`src/rtl/iat_pkg.sv`:
```
package iat_pkg;

    localparam int unsigned IAT_BASE_W  = 64;
    localparam int unsigned IAT_CMP_W   = 32;
    localparam int unsigned IAT_PRE_SH  = 2;
    localparam int unsigned IAT_GUARD   = 1000;

    typedef enum logic [1:0] {
        EVT_IDLE = 2'd0,
        EVT_LOAD = 2'd1,
        EVT_FIRE = 2'd2
    } alarm_evt_e;

    function automatic alarm_evt_e pick_event(input logic wr, input logic armed,
                                              input logic reached);
        alarm_evt_e e;
        if (wr)                   e = EVT_LOAD;
        else if (armed && reached) e = EVT_FIRE;
        else                       e = EVT_IDLE;
        return e;
    endfunction

endpackage

```
`src/rtl/iat_base_counter.sv`:
```
module iat_base_counter #(
    parameter int unsigned CNT_W = iat_pkg::IAT_BASE_W
) (
    input  logic             clk,
    input  logic             rst,
    input  logic             tick_en,
    output logic [CNT_W-1:0] base_q
);
    localparam logic [CNT_W-1:0] ONE = CNT_W'(1);

    always_ff @(posedge clk) begin
        if (rst)          base_q <= '0;
        else if (tick_en) base_q <= base_q + ONE;
    end

    p_advance_r2: assert property (@(posedge clk) disable iff (rst)
        tick_en |=> base_q == $past(base_q) + ONE);
    p_hold_r2: assert property (@(posedge clk) disable iff (rst)
        !tick_en |=> $stable(base_q));

endmodule

```
`src/rtl/iat_deadline_calc.sv`:
```
module iat_deadline_calc #(
    parameter int unsigned CNT_W = iat_pkg::IAT_BASE_W,
    parameter int unsigned CMP_W = iat_pkg::IAT_CMP_W,
    parameter int unsigned SHIFT = iat_pkg::IAT_PRE_SH,
    parameter int unsigned GUARD = iat_pkg::IAT_GUARD
) (
    input  logic [CNT_W-1:0] base_i,
    input  logic [CMP_W-1:0] wr_data,
    output logic [CNT_W-1:0] deadline_o
);
    localparam int unsigned DL_W = CMP_W + SHIFT;
    localparam logic [CNT_W-1:0] GUARD_V = CNT_W'(GUARD);

    logic [DL_W-1:0]  low_part;
    logic [CNT_W-1:0] formed;
    logic [CNT_W-1:0] limit;

    assign low_part = {wr_data, {SHIFT{1'b0}}};
    assign limit    = base_i + GUARD_V;

    generate
        if (CNT_W > DL_W) begin : g_wide
            localparam logic [CNT_W-1:0] WRAP = CNT_W'(1) << DL_W;
            assign formed = {base_i[CNT_W-1:DL_W], low_part};
            always_comb begin
                deadline_o = formed;
                if (formed < limit) deadline_o = formed + WRAP;
            end
        end else begin : g_narrow
            assign formed     = low_part[CNT_W-1:0];
            assign deadline_o = formed;
        end
    endgenerate

endmodule

```
`src/rtl/iat_alarm_ctrl.sv`:
```
module iat_alarm_ctrl #(
    parameter int unsigned CNT_W = iat_pkg::IAT_BASE_W,
    parameter int unsigned CMP_W = iat_pkg::IAT_CMP_W,
    parameter int unsigned SHIFT = iat_pkg::IAT_PRE_SH,
    parameter int unsigned GUARD = iat_pkg::IAT_GUARD
) (
    input  logic             clk,
    input  logic             rst,
    input  logic             wr_en,
    input  logic [CMP_W-1:0] wr_data,
    input  logic [CNT_W-1:0] base_i,
    input  logic [CNT_W-1:0] deadline_new,
    output logic             alarm_q
);
    import iat_pkg::*;

    localparam int unsigned DL_W = CMP_W + SHIFT;
    localparam logic [CNT_W-1:0] GUARD_V = CNT_W'(GUARD);

    logic             armed_q;
    logic [CNT_W-1:0] deadline_q;
    logic             reached;
    alarm_evt_e       evt;

    assign reached = base_i >= deadline_q;
    assign evt     = pick_event(wr_en, armed_q, reached);

    always_ff @(posedge clk) begin
        if (rst) begin
            armed_q    <= 1'b0;
            deadline_q <= '0;
            alarm_q    <= 1'b0;
        end else begin
            alarm_q <= 1'b0;
            unique case (evt)
                EVT_LOAD: begin
                    armed_q    <= 1'b1;
                    deadline_q <= deadline_new;
                end
                EVT_FIRE: begin
                    armed_q <= 1'b0;
                    alarm_q <= 1'b1;
                end
                default: ;
            endcase
        end
    end

    p_pulse_width_r6: assert property (@(posedge clk) disable iff (rst)
        alarm_q |=> !alarm_q);
    p_fire_reached_r6: assert property (@(posedge clk) disable iff (rst)
        alarm_q |-> $past(base_i >= deadline_q));
    p_fire_armed_r7: assert property (@(posedge clk) disable iff (rst)
        alarm_q |-> !armed_q && $past(armed_q));
    p_write_wins_r8: assert property (@(posedge clk) disable iff (rst)
        alarm_q |-> !$past(wr_en));
    p_low_bits_r4: assert property (@(posedge clk) disable iff (rst)
        wr_en |=> deadline_q[DL_W-1:0] == {$past(wr_data), {SHIFT{1'b0}}}
                  && armed_q);
    p_guard_r5: assert property (@(posedge clk) disable iff (rst)
        wr_en |=> deadline_q >= $past(base_i) + GUARD_V);

endmodule

```
`src/rtl/iat_readback.sv`:
```
module iat_readback #(
    parameter int unsigned CMP_W = iat_pkg::IAT_CMP_W
) (
    input  logic             clk,
    input  logic             rst,
    input  logic             rd_en,
    input  logic [CMP_W-1:0] view_i,
    output logic [CMP_W-1:0] count_q
);
    always_ff @(posedge clk) begin
        if (rst)        count_q <= '0;
        else if (rd_en) count_q <= view_i;
    end

    p_capture_r3: assert property (@(posedge clk) disable iff (rst)
        rd_en |=> count_q == $past(view_i));
    p_keep_r3: assert property (@(posedge clk) disable iff (rst)
        !rd_en |=> $stable(count_q));

endmodule

```
`src/rtl/interval_alarm_timer.sv`:
```
module interval_alarm_timer #(
    parameter int unsigned CNT_W = iat_pkg::IAT_BASE_W,
    parameter int unsigned CMP_W = iat_pkg::IAT_CMP_W,
    parameter int unsigned SHIFT = iat_pkg::IAT_PRE_SH,
    parameter int unsigned GUARD = iat_pkg::IAT_GUARD
) (
    input  logic             clk,
    input  logic             rst,
    input  logic             tick_en,
    input  logic             rd_en,
    input  logic             wr_en,
    input  logic [CMP_W-1:0] wr_data,
    output logic [CMP_W-1:0] count_rd,
    output logic             alarm
);
    localparam int unsigned DL_W = CMP_W + SHIFT;

    logic [CNT_W-1:0] base_q;
    logic [CNT_W-1:0] deadline_new;

    iat_base_counter #(.CNT_W(CNT_W)) u_cnt (
        .clk     (clk),
        .rst     (rst),
        .tick_en (tick_en),
        .base_q  (base_q)
    );

    iat_deadline_calc #(.CNT_W(CNT_W), .CMP_W(CMP_W), .SHIFT(SHIFT), .GUARD(GUARD)) u_calc (
        .base_i     (base_q),
        .wr_data    (wr_data),
        .deadline_o (deadline_new)
    );

    iat_alarm_ctrl #(.CNT_W(CNT_W), .CMP_W(CMP_W), .SHIFT(SHIFT), .GUARD(GUARD)) u_alarm (
        .clk          (clk),
        .rst          (rst),
        .wr_en        (wr_en),
        .wr_data      (wr_data),
        .base_i       (base_q),
        .deadline_new (deadline_new),
        .alarm_q      (alarm)
    );

    iat_readback #(.CMP_W(CMP_W)) u_rd (
        .clk     (clk),
        .rst     (rst),
        .rd_en   (rd_en),
        .view_i  (base_q[DL_W-1:SHIFT]),
        .count_q (count_rd)
    );

endmodule

```
`config.mk`:
```
export PLATFORM = sky130hd
export DESIGN_NAME = interval_alarm_timer
export DESIGN_NICKNAME = d
export VERILOG_FILES = /design/src/rtl/iat_pkg.sv /design/src/rtl/iat_base_counter.sv /design/src/rtl/iat_deadline_calc.sv /design/src/rtl/iat_alarm_ctrl.sv /design/src/rtl/iat_readback.sv /design/src/rtl/interval_alarm_timer.sv
export SDC_FILE = /design/constraint.sdc
export NUM_CORES = 1
export LEC_CHECK = 0
export BUFFER_PORTS_ARGS = -buffer_cell sky130_fd_sc_hd__buf_2
export CAP_MARGIN = 20
export CORE_MARGIN = 1.5
export CORE_UTILIZATION = 55
export CTS_BUF_LIST = sky130_fd_sc_hd__clkbuf_8 sky130_fd_sc_hd__clkbuf_16
export CTS_CLUSTER_SIZE = 10
export DETAILED_ROUTE_END_ITERATION = 10
export PLACE_DENSITY = 0.73
export SLEW_MARGIN = 15
export SYNTH_ARGS = -nofsm -noshare
export SYNTH_HDL_FRONTEND = slang
export SYNTH_SLANG_ARGS = --single-unit
```
`constraint.sdc`:
```
create_clock -name clk -period 4.9 [get_ports clk]
set_input_delay 0.245 -clock clk [delete_from_list [all_inputs] [get_ports clk]]
set_output_delay 0.245 -clock clk [all_outputs]
set_load 0.01 [all_outputs]
```
==> qor.yml <==
yosysMostFrequentCell: "nor2_1"
cts.sinks: 160
synthAdderAreaFrac: 0.131
root_buffer: "clkbuf_16"
nFillCells: 1670
cts_made_buffers: 17
slew_headroom: 0.302
yosysTopAreaCellShare: 0.297
drive_gt1_frac: 0.131
synth_flop_cell: "dfxtp_1"
track_usage: 0.284
whs_endpoint: "u_alarm.deadline_q[3]"
regToRegStartpoint: "u_cnt.base_q[4]"
vias_per_cell: 5.87
hp-start: "wr_data[1]"
num_io_pins: 70
fin_setup_tns_ps: 0
ys_warn_count: 0
whs_ps: 59.5
path_cells: "a21oi_1, nand3b_1, nor2b_2, nand3_1, or2_2, nor2_1, xnor2_1, ha_1, nand4_1, nor4_2, nand2_1, o221ai_1, a211oi_2, o22ai_1, a211oi_2, o31ai_2, a41oi_4, buf_12, a31o_1, a311oi_1"
intPower_mw: 2.25
skew_ps: 13.1
ys_types: 67
syn_inst: 1310
antenna_found_initial: 0
worstPathArrival_ps: 4950
netSwitchingFraction: 0.260
clk-insertion-delay-late_ps: 450
nets: 1514
worst_pin_slew_ps: 1050
core_um2: 19300
slowest_delay_ps: 430
p_per_area_nw_per_um2: 250
hold_path_class: "input port to flop"
hold_viol_final: 0
num_antenna_cells: 0
clock.fmax_mhz: 217
start_util: 0.558
critPathKind: "flop to flop"
synthesis.area_um2: 10800
yosysTopAreaCell: "dfxtp_1"
fin_crit_sh: 0.940
async_flop_share: 0
synth_top_family_by_area: "simple AND/OR/NAND/NOR gates"
seq_area_frac_synth: 0.297
place_area_um2: 11500
required_ps: 5240
cp-end-kind: "flop"
crit_top_cell: "a211oi_2"
syn_avg_cell_area_um2: 8.23
drt_iter0_drc: 753
grt_pass1_wl_um: 45600
overflow: 0
status: "complete, no violations"
p_leak_nw: 5.24
wire_per_inst_um: 17.1
synth-seq-cells: 160
area_delta_synth_final_pct: 12.8
port_buffers: 69
drtPass1Iterations: 6
syn-num-nets: 1460
synthSimpleGateAreaFrac: 0.234
synth_xor_area_frac: 0.0747
synth_area_leaders: "dfxtp_1 30%, ha_1 13%, nor2_1 6.8%, mux2i_1 6.4%, xnor2_1 4.2%"
placed_cells: 1608
muxShareOfSynthArea: 0.0672
clockBufferDepth: 2
placementRows: 51
die_area_um2: 20400
reg2regPathDepth: 20
ctsHtreeMaxLevel: 4
cts_tree: "built"
setup_viol: 0
ant_nets: 0
dp_hpwl_um: 20600
p_seq_frac: 0.441
synth_edf_count: 0
synth_compound_area_frac: 0.130
die_width_um: 143
fin_util: 0.629
critPathSlowestCell: "dfxtp_1"
final_cells: 1642
pwr-share-comb: 0.078
route.detailed.drc: 0
stdcell_area_um2: 12200
reg2reg_slack_ps: 290
clk_pin_slew_ps: 70
r2r-end: "u_alarm.deadline_q[61]"
p_sw_uw: 790
cts_hold_buf: 0
grt_max_degree: 134
hold_depth: 3
first_global_vias: 9029
gp_congestion: 1.00
max-cap-violations: 0
fin_crit_ps: 4610
route.vias.total: 9640
critPathLaunchType: "flop"
drv_slew: 0
routed_wl_um: 28100
die_y_um: 143
critPathMaxFanout: 34
netlist_top_cells_count: "194 x nor2_1, 160 x dfxtp_1, 113 x ha_1"
clockPowerShare: 0.481
irDropWorstVdd_v: 0.000244
==> power groups by stage <==
stage	combinational (mW)	sequential (mW)	clock (mW)
3_5_place_dp	0.234	1.37	0
3_3_place_gp	0.228	1.37	0
5_1_grt	0.264	1.34	1.53
4_1_cts	0.236	1.34	1.48
2_1_floorplan	0.165	1.37	0
6_report	0.236	1.34	1.46
==> critical path, delay by kind of cell, from the launching register on <==
family | cells | cell delay (ps)
xor gates and xnor gates | 1 | 80
buffers and inverters | 1 | 210
AOI/OAI and AO/OA | 9 | 1810
DFF | 1 | 430
adders and majority gates | 1 | 270
and+or+nand+nor | 8 | 1670
==> repair_timing <==
| action | 4_1_cts | 5_1_grt |
|---|---|---|
| endpoints found under the setup margin | 0 | 27 |
| gates resized for setup | 0 | 3 |
| setup buffers | 0 | 2 |
==> metal layers <==
layer	part of all wire	global-route usage
met4	0.027	0.113
met1	0.46	0.383
met3	0.063	0.0506
met2	0.45	0.450
met5	0	0
==> worst max-delay path by stage <==
stage / start / to / depth (start not counted)
2_1_floorplan: u_cnt.base_q[7] / u_alarm.deadline_q[61] / 22
3_3_place_gp: u_cnt.base_q[4] / u_alarm.deadline_q[60] / 19
3_5_place_dp: u_cnt.base_q[4] / u_alarm.deadline_q[60] / 20
4_1_cts: u_cnt.base_q[4] / u_alarm.deadline_q[60] / 19
5_1_grt: u_cnt.base_q[4] / u_alarm.deadline_q[63] / 20
6_report: u_cnt.base_q[4] / u_alarm.deadline_q[61] / 20
==> flip-flops by register name, summed over array words and instances (netlist names) <==
name	count
u_alarm.armed_q	1
u_cnt.base_q	64
u_alarm.alarm_q	1
u_rd.count_q	32
u_alarm.deadline_q	62
==> through the flow <==
stage | setup WS (ps) | power [mW]
floorplan | 713 | 1.53
global placement | 321 | 1.60
detailed placement | 224 | 1.60
CTS | 194 | 3.05
global route | -2.15 | 3.13
finish | 293 | 3.04
==> logic make-up (layout without fill, tap and decap cells) <==
group / count (synthesis) / in the layout
AO/OA/AOI/OAI: 194 / 194
XOR/XNOR: 92 / 92
adder cells (fa/ha/maj): 113 / 113
buffers and inverters: 171 / 238
flip-flops: 160 / 160
multiplexers: 72 / 72
AND/OR/NAND/NOR: 508 / 508
==> final cells by class <==
| cell class | count | area [um2] | share of cell area |
|---|---|---|---|
| multi-input combinational | 979 | 6890 | 0.567 |
| sequential | 160 | 3200 | 0.263 |
| timing repair buffer | 121 | 769 | 0.0633 |
| clock buffer | 17 | 425 | 0.0350 |
| tap | 265 | 332 | 0.0273 |
| clock inverter | 15 | 214 | 0.0176 |
| inverter | 85 | 319 | 0.0262 |
==> layout by cell type (no fill, tap or decap), types with 5 or more instances in the layout <==
cell type / netlist / layout
mux2i_1: 69 / 69
and4_1: 5 / 5
or3_1: 18 / 18
a211o_1: 11 / 11
nor4b_1: 5 / 5
buf_2: 32 / 67
nand3b_1: 8 / 8
ha_1: 113 / 113
nor3_1: 37 / 37
nand3_1: 46 / 46
nor4_1: 12 / 11
a21oi_1: 49 / 49
xnor2_1: 52 / 52
o21ai_0: 27 / 27
inv_8: 0 / 5
nor2_1: 194 / 194
o311ai_1: 10 / 10
a311oi_1: 14 / 14
nand4_1: 59 / 59
nand2_1: 79 / 79
or2_2: 7 / 7
a31o_1: 5 / 5
a211oi_1: 12 / 11
and3_1: 15 / 15
a21o_1: 32 / 32
buf_4: 7 / 51
dfxtp_1: 160 / 160
xor2_1: 40 / 40
inv_1: 83 / 83
clkbuf_16: 0 / 17
a21bo_1: 7 / 7
(Power assumes the default switching activity.)
